==> src/rtl/sgpio_chain_pkg.sv <==
package sgpio_chain_pkg;

  localparam int DIV_W = 11;

  typedef struct packed {
    logic frameStart;
    logic shiftStep;
    logic sampleIn;
    logic commit;
  } chain_stb_t;

  typedef struct packed {
    logic       enable;
    logic       periodic;
    logic       kick;
    logic [3:0] clkSel;
    logic       sclkPol;
    logic       loadPol;
    logic [3:0] outPorts;
    logic [3:0] inPorts;
  } chain_cfg_t;

  function automatic logic [DIV_W-1:0] selToDiv(input logic [3:0] sel);
    case (sel)
      4'hE:    selToDiv = DIV_W'(2);
      4'hD:    selToDiv = DIV_W'(3);
      4'hC:    selToDiv = DIV_W'(4);
      4'h7:    selToDiv = DIV_W'(8);
      4'h6:    selToDiv = DIV_W'(16);
      4'h5:    selToDiv = DIV_W'(32);
      default: selToDiv = DIV_W'(1024);
    endcase
  endfunction

  function automatic int unsigned clampPorts(input logic [3:0] cnt, input int unsigned maxPorts);
    clampPorts = (int'(cnt) > maxPorts) ? maxPorts : int'(cnt);
  endfunction

endpackage

==> src/rtl/sgpio_chain_dp.sv <==
module sgpio_chain_dp
  import sgpio_chain_pkg::*;
#(
  parameter int PORTS  = 8,
  parameter int PORT_W = 8
) (
  input  logic       clk,
  input  logic       rstN,
  input  logic [5:0] regAddr,
  input  logic       regWrEn,
  input  logic [7:0] regWrData,
  output logic [7:0] regRdData,
  input  chain_stb_t stb,
  input  logic       serIn,
  output logic       serOut,
  output chain_cfg_t cfg
);
  localparam int TOTAL = PORTS * PORT_W;
  localparam logic [5:0] IN_BASE   = 6'h08;
  localparam logic [5:0] CTRL_ADDR = 6'h28;
  localparam logic [5:0] CFG_ADDR  = 6'h2A;
  localparam logic [5:0] PORT_ADDR = 6'h2B;

  logic [PORT_W-1:0] outReg [PORTS];
  logic [TOTAL-1:0]  outFlat, inReg, outShift, inShift;
  logic              ctrlEn;
  logic [1:0]        ctrlMode;
  logic [5:0]        cfgReg;
  logic [7:0]        portReg;
  int unsigned       outBits;

  for (genvar b = 0; b < PORTS; b++) begin : g_flat
    assign outFlat[b*PORT_W +: PORT_W] = outReg[b];
  end

  assign outBits = clampPorts(portReg[7:4], PORTS) * PORT_W;
  assign serOut  = outShift[TOTAL-1];

  always_ff @(posedge clk) begin
    if (!rstN) begin
      for (int b = 0; b < PORTS; b++) outReg[b] <= '0;
      ctrlEn   <= 1'b0;
      ctrlMode <= 2'b00;
      cfgReg   <= '0;
      portReg  <= '0;
      inReg    <= '0;
      outShift <= '0;
      inShift  <= '0;
    end else begin
      if (regWrEn) begin
        for (int b = 0; b < PORTS; b++)
          if (regAddr == 6'(b)) outReg[b] <= regWrData[PORT_W-1:0];
        if (regAddr == CTRL_ADDR) begin
          ctrlEn   <= regWrData[7];
          ctrlMode <= regWrData[2:1];
        end
        if (regAddr == CFG_ADDR)  cfgReg  <= regWrData[5:0];
        if (regAddr == PORT_ADDR) portReg <= regWrData;
      end
      if (stb.frameStart) begin
        outShift <= outFlat << (TOTAL - outBits);
        inShift  <= '0;
      end else begin
        if (stb.shiftStep) outShift <= outShift << 1;
        if (stb.sampleIn)  inShift  <= {inShift[TOTAL-2:0], serIn};
      end
      if (stb.commit) inReg <= inShift;
    end
  end

  always_comb begin
    regRdData = 8'h00;
    for (int b = 0; b < PORTS; b++) begin
      if (regAddr == 6'(b))           regRdData = 8'(outReg[b]);
      if (regAddr == IN_BASE + 6'(b)) regRdData = 8'(inReg[b*PORT_W +: PORT_W]);
    end
    if (regAddr == CTRL_ADDR) regRdData = {ctrlEn, 4'b0000, ctrlMode, 1'b0};
    if (regAddr == CFG_ADDR)  regRdData = {2'b00, cfgReg};
    if (regAddr == PORT_ADDR) regRdData = portReg;
  end

  always_comb begin
    cfg.enable   = ctrlEn;
    cfg.periodic = ctrlMode[1];
    cfg.kick     = regWrEn && (regAddr == CTRL_ADDR) && regWrData[7];
    cfg.clkSel   = cfgReg[3:0];
    cfg.sclkPol  = cfgReg[4];
    cfg.loadPol  = cfgReg[5];
    cfg.outPorts = portReg[7:4];
    cfg.inPorts  = portReg[3:0];
  end
endmodule

==> src/rtl/sgpio_chain_ctl.sv <==
module sgpio_chain_ctl
  import sgpio_chain_pkg::*;
#(
  parameter int PORTS  = 8,
  parameter int PORT_W = 8
) (
  input  logic       clk,
  input  logic       rstN,
  input  chain_cfg_t cfg,
  output chain_stb_t stb,
  output logic       shiftClk,
  output logic       loadStrobe,
  output logic       frameDone
);
  localparam int TOTAL = PORTS * PORT_W;
  localparam int BIT_W = $clog2(TOTAL + 1);

  typedef enum logic [1:0] {ST_IDLE, ST_LOAD, ST_SHIFT, ST_UPDATE} st_t;

  st_t             st;
  logic [DIV_W-1:0] phCnt, divQ;
  logic [BIT_W-1:0] bitCnt, inBitsQ, totalQ, inBitsNow, outBitsNow, totalNow;
  logic            pending, phLast, frameDoneQ;

  assign inBitsNow  = BIT_W'(clampPorts(cfg.inPorts, PORTS) * PORT_W);
  assign outBitsNow = BIT_W'(clampPorts(cfg.outPorts, PORTS) * PORT_W);
  assign totalNow   = (inBitsNow > outBitsNow) ? inBitsNow : outBitsNow;
  assign phLast     = (phCnt == divQ - 1'b1);

  always_comb begin
    stb.frameStart = (st == ST_IDLE) && cfg.enable && (cfg.periodic || pending);
    stb.shiftStep  = (st == ST_SHIFT) && phLast;
    stb.sampleIn   = stb.shiftStep && (bitCnt < inBitsQ);
    stb.commit     = (st == ST_UPDATE) && phLast;
  end

  always_ff @(posedge clk) begin
    if (!rstN) begin
      st         <= ST_IDLE;
      phCnt      <= '0;
      bitCnt     <= '0;
      divQ       <= DIV_W'(1024);
      inBitsQ    <= '0;
      totalQ     <= '0;
      pending    <= 1'b0;
      frameDoneQ <= 1'b0;
    end else begin
      frameDoneQ <= stb.commit;
      if (cfg.kick)                pending <= 1'b1;
      else if (!cfg.enable)        pending <= 1'b0;
      else if (stb.frameStart)     pending <= 1'b0;
      case (st)
        ST_IDLE: if (stb.frameStart) begin
          st      <= ST_LOAD;
          phCnt   <= '0;
          divQ    <= selToDiv(cfg.clkSel);
          inBitsQ <= inBitsNow;
          totalQ  <= totalNow;
        end
        ST_LOAD: if (phLast) begin
          phCnt  <= '0;
          bitCnt <= '0;
          st     <= (totalQ == '0) ? ST_UPDATE : ST_SHIFT;
        end else phCnt <= phCnt + 1'b1;
        ST_SHIFT: if (phLast) begin
          phCnt <= '0;
          if (bitCnt == totalQ - 1'b1) st <= ST_UPDATE;
          else bitCnt <= bitCnt + 1'b1;
        end else phCnt <= phCnt + 1'b1;
        default: if (phLast) begin
          phCnt <= '0;
          st    <= ST_IDLE;
        end else phCnt <= phCnt + 1'b1;
      endcase
    end
  end

  assign shiftClk   = ((st == ST_SHIFT) && (phCnt >= (divQ >> 1))) ^ cfg.sclkPol;
  assign loadStrobe = ((st == ST_LOAD) || (st == ST_UPDATE)) ^ cfg.loadPol;
  assign frameDone  = frameDoneQ;
endmodule

==> src/rtl/sgpio_chain_ctrl.sv <==
module sgpio_chain_ctrl
  import sgpio_chain_pkg::*;
#(
  parameter int PORTS  = 8,
  parameter int PORT_W = 8
) (
  input  logic       clk,
  input  logic       rstN,
  input  logic [5:0] regAddr,
  input  logic       regWrEn,
  input  logic [7:0] regWrData,
  output logic [7:0] regRdData,
  input  logic       serIn,
  output logic       serOut,
  output logic       shiftClk,
  output logic       loadStrobe,
  output logic       frameDone
);
  chain_cfg_t cfg;
  chain_stb_t stb;

  sgpio_chain_dp #(.PORTS(PORTS), .PORT_W(PORT_W)) u_dp (
    .clk(clk), .rstN(rstN), .regAddr(regAddr), .regWrEn(regWrEn),
    .regWrData(regWrData), .regRdData(regRdData), .stb(stb),
    .serIn(serIn), .serOut(serOut), .cfg(cfg)
  );

  sgpio_chain_ctl #(.PORTS(PORTS), .PORT_W(PORT_W)) u_ctl (
    .clk(clk), .rstN(rstN), .cfg(cfg), .stb(stb),
    .shiftClk(shiftClk), .loadStrobe(loadStrobe), .frameDone(frameDone)
  );
endmodule

==> config.mk <==
export PLATFORM = sky130hd
export DESIGN_NAME = sgpio_chain_ctrl
export DESIGN_NICKNAME = d
export VERILOG_FILES = /design/src/rtl/sgpio_chain_pkg.sv /design/src/rtl/sgpio_chain_dp.sv /design/src/rtl/sgpio_chain_ctl.sv /design/src/rtl/sgpio_chain_ctrl.sv
export SDC_FILE = /design/constraint.sdc
export NUM_CORES = 1
export LEC_CHECK = 0
export BUFFER_PORTS_ARGS = -buffer_cell sky130_fd_sc_hd__buf_2
export CAP_MARGIN = 20
export CORE_UTILIZATION = 30
export CTS_BUF_LIST = sky130_fd_sc_hd__clkbuf_2 sky130_fd_sc_hd__clkbuf_4 sky130_fd_sc_hd__clkbuf_8
export DETAILED_ROUTE_END_ITERATION = 8
export PLACE_DENSITY = 0.47
export SETUP_SLACK_MARGIN = 0.4
export SKIP_LAST_GASP = 1
export SYNTH_ARGS = -nofsm -noshare
export SYNTH_HDL_FRONTEND = slang
export SYNTH_SLANG_ARGS = --single-unit
==> constraint.sdc <==
create_clock -name clk -period 3.6 [get_ports clk]
set_input_delay 0.72 -clock clk [delete_from_list [all_inputs] [get_ports clk]]
set_output_delay 0.72 -clock clk [all_outputs]
set_load 0.03 [all_outputs]
==> results of run 1 <==
## cells by family after synthesis
logic type,count (synthesis),share of synthesized area (%)
and+or+nand+nor,683,19.4
AOI/OAI and AO/OA,475,20.8
DFF,310,41.7
buffers and inverters,197,5.77
muxes,151,9.23
adders and majority gates,25,1.90
xor gates and xnor gates,22,1.17
## what timing repair did
| action | CTS | global route |
|---|---|---|
| endpoints found under the setup margin | 9 | 70 |
| resized for setup | 72 | 29 |
| gates cloned | 0 | 1 |
| pin swaps | 23 | 22 |
| setup buffers | 10 | 3 |
## metal layers
layer / vias up / part of all wire, %
li1: 6940 / -
met4: 4 / 3.4
met3: 113 / 6.9
met5: - / 0.044
met2: 489 / 45
met1: 7187 / 45
## final timing paths
path / depth (start not counted) / endpoint / slack [ns] / startpoint
worst max-delay path: 10 / regRdData[7] / 0.18 / regAddr[0]
worst min-delay path: 3 / u_dp.portReg[6] / 0.40 / regWrData[6]
worst max register to register: 10 / u_dp.inShift[43] / 0.57 / u_ctl.divQ[1]
worst min register to register: 2 / u_dp.inReg[60] / 0.44 / u_dp.inShift[60]
## registers in the layout, summed over array words and instances, names as in the netlist
signal / cells
u_ctl.bitCnt: 7
u_ctl.divQ: 7
u_ctl.frameDone: 1
u_ctl.inBitsQ: 4
u_ctl.pending: 1
u_ctl.phCnt: 11
u_ctl.st: 2
u_ctl.totalQ: 4
u_dp.cfgReg: 6
u_dp.ctrlEn: 1
u_dp.ctrlMode: 2
u_dp.inReg: 64
u_dp.inShift: 64
u_dp.outReg: 64
u_dp.outShift: 64
u_dp.portReg: 8
## through the flow
step,setup TNS (ns),worst slack (ns)
final,0,0.184
after global routing,0,0.142
after CTS,0,0.159
after detailed placement,-0.325,-0.126
after global placement,-0.219,-0.106
after floorplan,0,0.313
## placed cells by master (no fill, tap or decap), types with 12 or more instances in the layout
master / n
ha_1: 22
and2_1: 15
o221ai_1: 15
a22oi_1: 20
o21a_1: 12
inv_1: 36
xnor2_1: 12
o21ai_0: 42
buf_2: 15
a21o_1: 17
o31ai_1: 12
o22ai_1: 24
edfxtp_1: 64
a222oi_1: 12
clkbuf_8: 65
buf_4: 76
nor2b_1: 18
nand2_1: 234
nor3_1: 97
buf_6: 20
a211oi_2: 32
nor2_1: 131
clkbuf_4: 23
a21oi_1: 134
nand3_1: 96
mux2i_1: 146
a211oi_1: 31
dfxtp_1: 240
## power breakdown
group,internal (uW),switching [uW],total (uW)
clock network,1950,1530,3480
registers,3590,93.9,3690
logic,166,330,496
## worst min-delay path, cell delays in order
cell and delay [ns]:
buf_2 0.14, mux2i_1 0.08, nor2_1 0.08
## final cells by class
cell class / count / share of cell area (%)
clock buffers: 88 / 5.55
diodes: 2 / 0.0260
well taps: 696 / 4.53
clock inverters: 17 / 0.579
repair buffers: 123 / 5.79
multi-input cells: 1356 / 47.0
inverters: 41 / 0.833
flip-flops and latches: 310 / 35.7
==> results by group, run 1 <==
Status
  – Status: finished clean

Floorplan
  – Num ports: 30
  – Die X: 236 um
  – Initial Util: 30.5%
  – Core Footprint: 53900 um^2
  – Die Y: 236 um
  – Die Area: 55700 um^2
  – FP Rows: 85

Global routing
  – First-pass GRT wire length: 89.1 mm
  – Antenna violations before repair: 4
  – Vias in the first global route: 14400
  – Largest net degree at the start of global routing: 82
  – Met1 Use GR: 28.2%
  – Grt met2 use: 32.5%
  – Met3 Use GR: 4.04%
  – GRT busiest layer: met2
  – Remaining global-route overflow: 0
  – All-Layer GR Usage: 20.8%

Synthesis
  – Post-synthesis async set-or-reset flop share: 0%
  – Cell variety after synth: 84
  – Synth top area cells: dfxtp_1 (30%), edfxtp_1 (12%), mux2i_1 (8.9%)
  – Synth top cells by count: dfxtp_1 (246), nand2_1 (238), mux2i_1 (146)
  – Synth Flop Type: dfxtp_1
  – Leading area contributor after synthesis: dfxtp_1
  – Seq cells post-synth: 310
  – Top cell type's share of synthesized area: 30.0%
  – Syn_nets: 1906
  – Sequential fraction of the synthesis area: 41.7%
  – Total of warnings raised by yosys: 0
  – Number of flops mapped to enable cells by yosys: 64
  – Post-Synthesis Cells: 1863
  – Post-Syn Area per Cell: 8.82 um^2
  – Most numerous cell in the Yosys netlist: dfxtp_1
  – Mapped Area: 16400 um^2

Route
  – Wire per inst: 22.4 um
  – Via density: 5.60
  – DR pass1 iterations: 6
  – Total wire length: 58.9 mm
  – First DRT Iteration DRCs: 1188
  – Antenna Violating Nets Remaining: 0
  – Via count: 14700
  – Post-route DRC violation count: 0

Critical path
  – Top cell by count, worst path: buf_6
  – CP bufs+invs: 4
  – CP Capture Type: output pin
  – CP required: 2.88 ns
  – Largest stage delay on the critical path: 0.56 ns
  – Crit path launch type: input pin
  – CP Class: input pin to output pin
  – CP Cell Sequence: buf_8, buf_6, or4b_4, o22ai_2, o211ai_1, a31o_2, a31oi_1, buf_4, a2bb2oi_4, buf_6
  – Top delay family on crit path: compound AO/OA/AOI/OAI gates
  – CP max stage cell: or4b_4
  – Critical path arrival: 2.70 ns
  – Critical-path maximum fanout: 7

Timing
  – Final Setup Violations: 0
  – F_max: 0.293 GHz
  – Final min period: 3.42 ns
  – Final Hold Fails: 0
  – Tcrit/Tclk final: 94.9%
  – Worst-margin pin slew: 0.930 ns
  – RSZ-0062 raised after global routing: true
  – Slew HR: 38.0%
  – Clk_skew: 0.0328 ns
  – WHS: 0.403 ns
  – Max Slew Vio Count: 0

Clock network
  – CTS sink count: 310
  – Clk buf depth: 3
  – Clock Root Buffer: clkbuf_8
  – H-tree levels: 2
  – Clock-pin slew on the worst setup and hold paths: 0.06 ns
  – Worst skew pair latency: 0.65 ns
  – TritonCTS clock tree: yes
  – TritonCTS Buffers: 57
  – Hold-fix buffers, CTS: 0

Pwr
  – P_leak: 0.00658 uW
  – Max rail drop VDD: 0.275 mV
  – Pwr dens: 399 nW/um^2
  – Tot Pwr: 7660 uW

Flow run
  – Maxcap violations: 0

Final layout
  – Multi-input combinational cell area: 9030 um^2
  – P&R area growth vs syn: 16.9%
  – Final instance area: 19200 um^2
  – Reg area: 6860 um^2
  – Fraction of layout cells with a size suffix above 1: 18.1%
  – Non-filler instance count after layout: 2633
  – Final net count: 1932
  – Fillers: 5572
  – Final core occ: 35.6%

Placement
  – DP Area: 17500 um^2
  – Placer Congestion: 0.932
  – DP HPWL: 42.3 mm
  – Port bufs: 29
  – Placed cell count: 2512

Min path
  – Hold/Removal Path Class: input pin to flip-flop
(Power assumes the default switching activity.)
==> run 2, diff against run 1 <==
CORE_UTILIZATION = 60   (was 30)
PLACE_DENSITY = 0.8   (was 0.47)
==> results by group, run 2 (synthesized netlist as in run 1, its figures left out) <==
Final layout
  – Final net count: 1926
  – Most frequent cells in the layout: dfxtp_1 (241), nand2_1 (234), mux2i_1 (145), a21oi_1 (133), nor2_1 (132)
  – Fraction of layout cells with a size suffix above 1: 17.4%
  – Reg area: 6860 um^2
  – Commonest non-fill, non-tap cell in the layout: dfxtp_1
  – Final instance area: 18700 um^2
  – Multi-input combinational cell area: 9030 um^2
  – Fillers: 2172
  – P&R area growth vs syn: 13.5%
  – N_diodes: 0

Timing
  – Slew HR: 31.0%
  – Max Slew Vio Count: 0
  – Final min period: 3.31 ns
  – Worst-margin pin slew: 1.03 ns
  – Final Hold Fails: 0
  – Setup TNS: 0 ns
  – Final Setup Violations: 0
  – RSZ-0062 raised after global routing: true
  – Tcrit/Tclk final: 92.0%
  – Clk_skew: 0.0279 ns
  – F_max: 0.302 GHz

Route
  – DR pass1 iterations: 9
  – Antenna Violating Nets Remaining: 0
  – Wire per inst: 23.0 um
  – Total wire length: 52.0 mm
  – Via density: 6.69
  – Post-route DRC violation count: 0
  – Via count: 15200
  – First DRT Iteration DRCs: 1987

Clock network
  – Clk buf depth: 3
  – H-tree levels: 2
  – Hold-fix buffers, CTS: 0
  – CTS sink count: 310
  – Worst skew pair latency: 0.60 ns
  – Clock Root Buffer: clkbuf_8
  – TritonCTS Buffers: 51
  – TritonCTS clock tree: yes
  – Clock-pin slew on the worst setup and hold paths: 0.06 ns

Critical path
  – CP bufs+invs: 3
  – Critical-path maximum fanout: 6
  – CP Class: input pin to output pin
  – Largest stage delay on the critical path: 0.59 ns
  – CP required: 2.88 ns
  – Top cell by count, worst path: buf_6
  – CP Capture Type: output pin
  – Top delay family on crit path: compound AO/OA/AOI/OAI gates
  – Critical path arrival: 2.59 ns
  – CP max stage cell: or4_4
  – CP Cell Sequence: buf_8, or4_4, buf_6, o22ai_4, a221oi_2, o211ai_1, a22oi_1, o22ai_2, buf_6
  – Crit path launch type: input pin

Floorplan
  – Core Footprint: 26900 um^2
  – Die Y: 168 um
  – Num ports: 30
  – Die Area: 28100 um^2
  – FP Rows: 60
  – Initial Util: 61.1%
  – Die X: 168 um

Pwr
  – Tot Pwr: 7330 uW
  – Max rail drop VDD: 0.331 mV
  – P_leak: 0.00649 uW
  – Pwr dens: 393 nW/um^2

Min path
  – Hold/Removal Path Class: input pin to flip-flop

Placement
  – DP Area: 17000 um^2
  – Placer Congestion: 0.987
  – Port bufs: 29
  – DP HPWL: 36.4 mm

Flow run
  – Maxcap violations: 0

Global routing
  – Vias in the first global route: 14400
  – First-pass GRT wire length: 81.2 mm
  – All-Layer GR Usage: 36.9%
  – Largest net degree at the start of global routing: 82
  – Remaining global-route overflow: 0
  – Antenna violations before repair: 0

Status
  – Status: finished clean
-- run 2: cell count changes in the layout (fill, tap and decap cells not counted), sizes merged --
cell,change
clkbuf,-12
clkinvlp,+2
diode,-2
inv,+2
buf,-1
bufinv,-1
-- run 2: path summary, 6_finish.rpt --
path	start	endpoint	slack (ns)	depth (start not counted)
worst min register to register	u_dp.inShift[21]	u_dp.inReg[21]	0.45	2
worst max register to register	u_dp.portReg[5]	u_dp.outShift[63]	0.55	8
worst max-delay path	regAddr[4]	regRdData[0]	0.29	9
worst min-delay path	serIn	u_dp.inShift[0]	0.37	3
-- run 2: report_power, final --
| part | switching (uW) | internal, uW | leakage (uW) |
|---|---|---|---|
| Clock | 1480 | 1700 | 0.000560 |
| Combinational | 303 | 163 | 0.00334 |
| Sequential | 91.2 | 3590 | 0.00259 |
| Total | 1880 | 5450 | 0.00649 |
-- run 2: metrics by stage --
stage / hold WS [ns] / util [%] / instances / setup WS (ns)
after global placement: 0.442 / 63.1 / 2145 / -0.0425
after detailed placement: 0.451 / 63.1 / 2145 / -0.0414
after floorplan: 0.432 / - / 1863 / 0.313
final: 0.374 / 69.4 / 2266 / 0.287
after global routing: 0.380 / 69.4 / 2266 / 0.252
after CTS: 0.369 / 68.7 / 2256 / 0.321
-- run 2: what timing repair did --
item                       in CTS  in global routing
resized for setup              82                 19
pin swaps                      34                 20
buffers inserted               16                  9
cloned                          0                  1
setup endpoints to repair      60                 71
-- run 2: layout make-up --
cell class | instances | share of cell area [%]
sequential | 310 | 36.8
clock inverter | 20 | 0.617
tap | 341 | 2.29
multi-input combinational | 1356 | 48.4
inverter | 41 | 0.858
clock buffer | 75 | 5.06
timing repair buffer | 123 | 6.01
-- run 2: layer usage --
layer / routed length [um] / vias to the layer above / GRT usage (%)
li1: - / 6918 / -
met1: 20600 / 7271 / 48.5
met2: 23800 / 813 / 58.8
met3: 5380 / 168 / 7.85
met4: 2210 / 0 / 15.9
met5: 0 / - / 0
-- run 2: worst min-delay path: cells and delay by family --
family / cells / cell delay (ns)
AND/OR/NAND/NOR: 1 / 0.05
multiplexers: 1 / 0.06
buffers and inverters: 1 / 0.10
==> run 3, diff against run 2 <==
CORE_UTILIZATION = 45   (was 60)
GPL_ROUTABILITY_DRIVEN = 0   (was unset)
PLACE_DENSITY = 0.63   (was 0.8)
clock period = 3.4 ns   (was 3.6 ns; I/O delays follow)
==> results by group, run 3 (synthesized netlist as in run 1, its figures left out) <==
Global routing
  – All-Layer GR Usage: 27.6%
  – Largest net degree at the start of global routing: 77
  – Antenna violations before repair: 0
  – First-pass GRT wire length: 79.7 mm
  – Vias in the first global route: 14100
  – Remaining global-route overflow: 0

Final layout
  – Final instance area: 18900 um^2
  – Commonest non-fill, non-tap cell in the layout: dfxtp_1
  – Final net count: 1933
  – Fraction of layout cells with a size suffix above 1: 18.2%
  – Fillers: 3295
  – N_diodes: 0
  – Non-filler instance count after layout: 2390
  – Most frequent cells in the layout: dfxtp_1 (239), nand2_1 (236), mux2i_1 (146), a21oi_1 (133), nor2_1 (132)
  – P&R area growth vs syn: 15.3%

Clock network
  – Clock-pin slew on the worst setup and hold paths: 0.06 ns
  – Clk buf depth: 3
  – TritonCTS clock tree: yes
  – H-tree levels: 2
  – TritonCTS Buffers: 54
  – Clock Root Buffer: clkbuf_8
  – CTS sink count: 310
  – Worst skew pair latency: 0.65 ns

Timing
  – Slack of the critical path: 0.174 ns
  – F_max: 0.310 GHz
  – Worst-margin pin slew: 0.838 ns
  – Final min period: 3.23 ns
  – Tcrit/Tclk final: 94.9%
  – Final Setup Violations: 0
  – Clk_skew: 0.0358 ns
  – WHS: 0.354 ns
  – Slew HR: 43.7%
  – Final Hold Fails: 0
  – RSZ-0062 raised after global routing: true
  – Max Slew Vio Count: 0

Status
  – Failing checks: design-rule violations
  – Status: finished, violations left

Critical path
  – CP required: 2.72 ns
  – CP Class: input pin to output pin
  – Crit path launch type: input pin
  – CP Capture Type: output pin
  – Critical-path maximum fanout: 8
  – Critical path arrival: 2.55 ns

Pwr
  – Max rail drop VDD: 0.398 mV
  – P_leak: 0.00656 uW
  – Tot Pwr: 7980 uW
  – Pwr dens: 421 nW/um^2

Route
  – First DRT Iteration DRCs: 1728
  – Via density: 6.25
  – Via count: 14900
  – Wire per inst: 21.8 um
  – Total wire length: 52.1 mm
  – Post-route DRC violation count: 6
  – DR pass1 iterations: 9
  – Antenna Violating Nets Remaining: 0

Floorplan
  – Initial Util: 46.0%
  – FP Rows: 69
  – Die X: 193 um
  – Die Y: 193 um
  – Core Footprint: 35700 um^2
  – Num ports: 30
  – Die Area: 37300 um^2

Placement
  – Setup WS pre-CTS: -0.0142 ns
  – Port bufs: 29
  – DP Area: 17100 um^2
  – DP HPWL: 36.7 mm
  – Placed cell count: 2268

Flow run
  – Maxcap violations: 0

Min path
  – Hold/Removal Path Class: input pin to flip-flop
-- run 3: cell types whose count changed in the layout (fill, tap and decap cells not counted), sizes merged --
cell and change:
clkinv -10, bufinv +1, buf +4, inv +1, clkbuf +8
-- run 3: final cells by class --
class | instances | area [um^2] | share of cell area (%)
inverter | 41 | 160 | 0.845
clock buffer | 83 | 1020 | 5.40
timing repair buffer | 127 | 1160 | 6.11
sequential | 310 | 6860 | 36.2
tap | 461 | 577 | 3.04
multi-input combinational | 1356 | 9060 | 47.8
clock inverter | 12 | 113 | 0.594
-- run 3: stage by stage --
| step | TNS, ns | utilization (%) |
|---|---|---|
| after floorplan | 0 | - |
| after global placement | -0.00447 | 48.0 |
| after detailed placement | -0.0143 | 48.0 |
| after CTS | 0 | 52.1 |
| after global routing | 0 | 53.0 |
| final | 0 | 53.0 |
-- run 3: final timing paths --
path                  endpoint  slack, ns  cells after the start           from
max reg2reg  u_dp.outShift[59]       0.45                     10  u_ctl.divQ[0]
max               regRdData[7]       0.17                     10     regAddr[0]
min reg2reg      u_dp.inReg[3]       0.45                      2  u_dp.inReg[3]
min            u_dp.portReg[7]       0.35                      3   regWrData[7]
-- run 3: power breakdown --
| part | switching [uW] | internal, uW | leakage, uW |
|---|---|---|---|
| registers | 90.3 | 3800 | 0.00260 |
| logic | 329 | 173 | 0.00336 |
| clock network | 1580 | 2000 | 0.000598 |
| total | 2000 | 5980 | 0.00656 |
-- run 3: layer usage --
metal,global-route usage [%],vias up,wire length (um)
met1,36.0,7164,21900
met4,11.5,0,2100
met5,0,-,0
met3,5.95,165,4230
met2,44.1,689,23900
li1,-,6923,-
-- run 3: critical path, stage by stage --
cell	delay (ns)
buf_6	0.10
buf_6	0.12
or4b_4	0.60
buf_6	0.16
buf_6	0.12
o32ai_2	0.12
a211o_1	0.19
a31oi_4	0.13
a2bb2oi_4	0.17
buf_6	0.15
-- run 3: timing repair --
action                                  in CTS  in global routing
buffers inserted                            13                 12
cloned                                       0                  2
gates resized for setup                     67                 36
hold buffers                                 0                  0
endpoints found under the setup margin      24                 83
pin swaps                                   31                 23
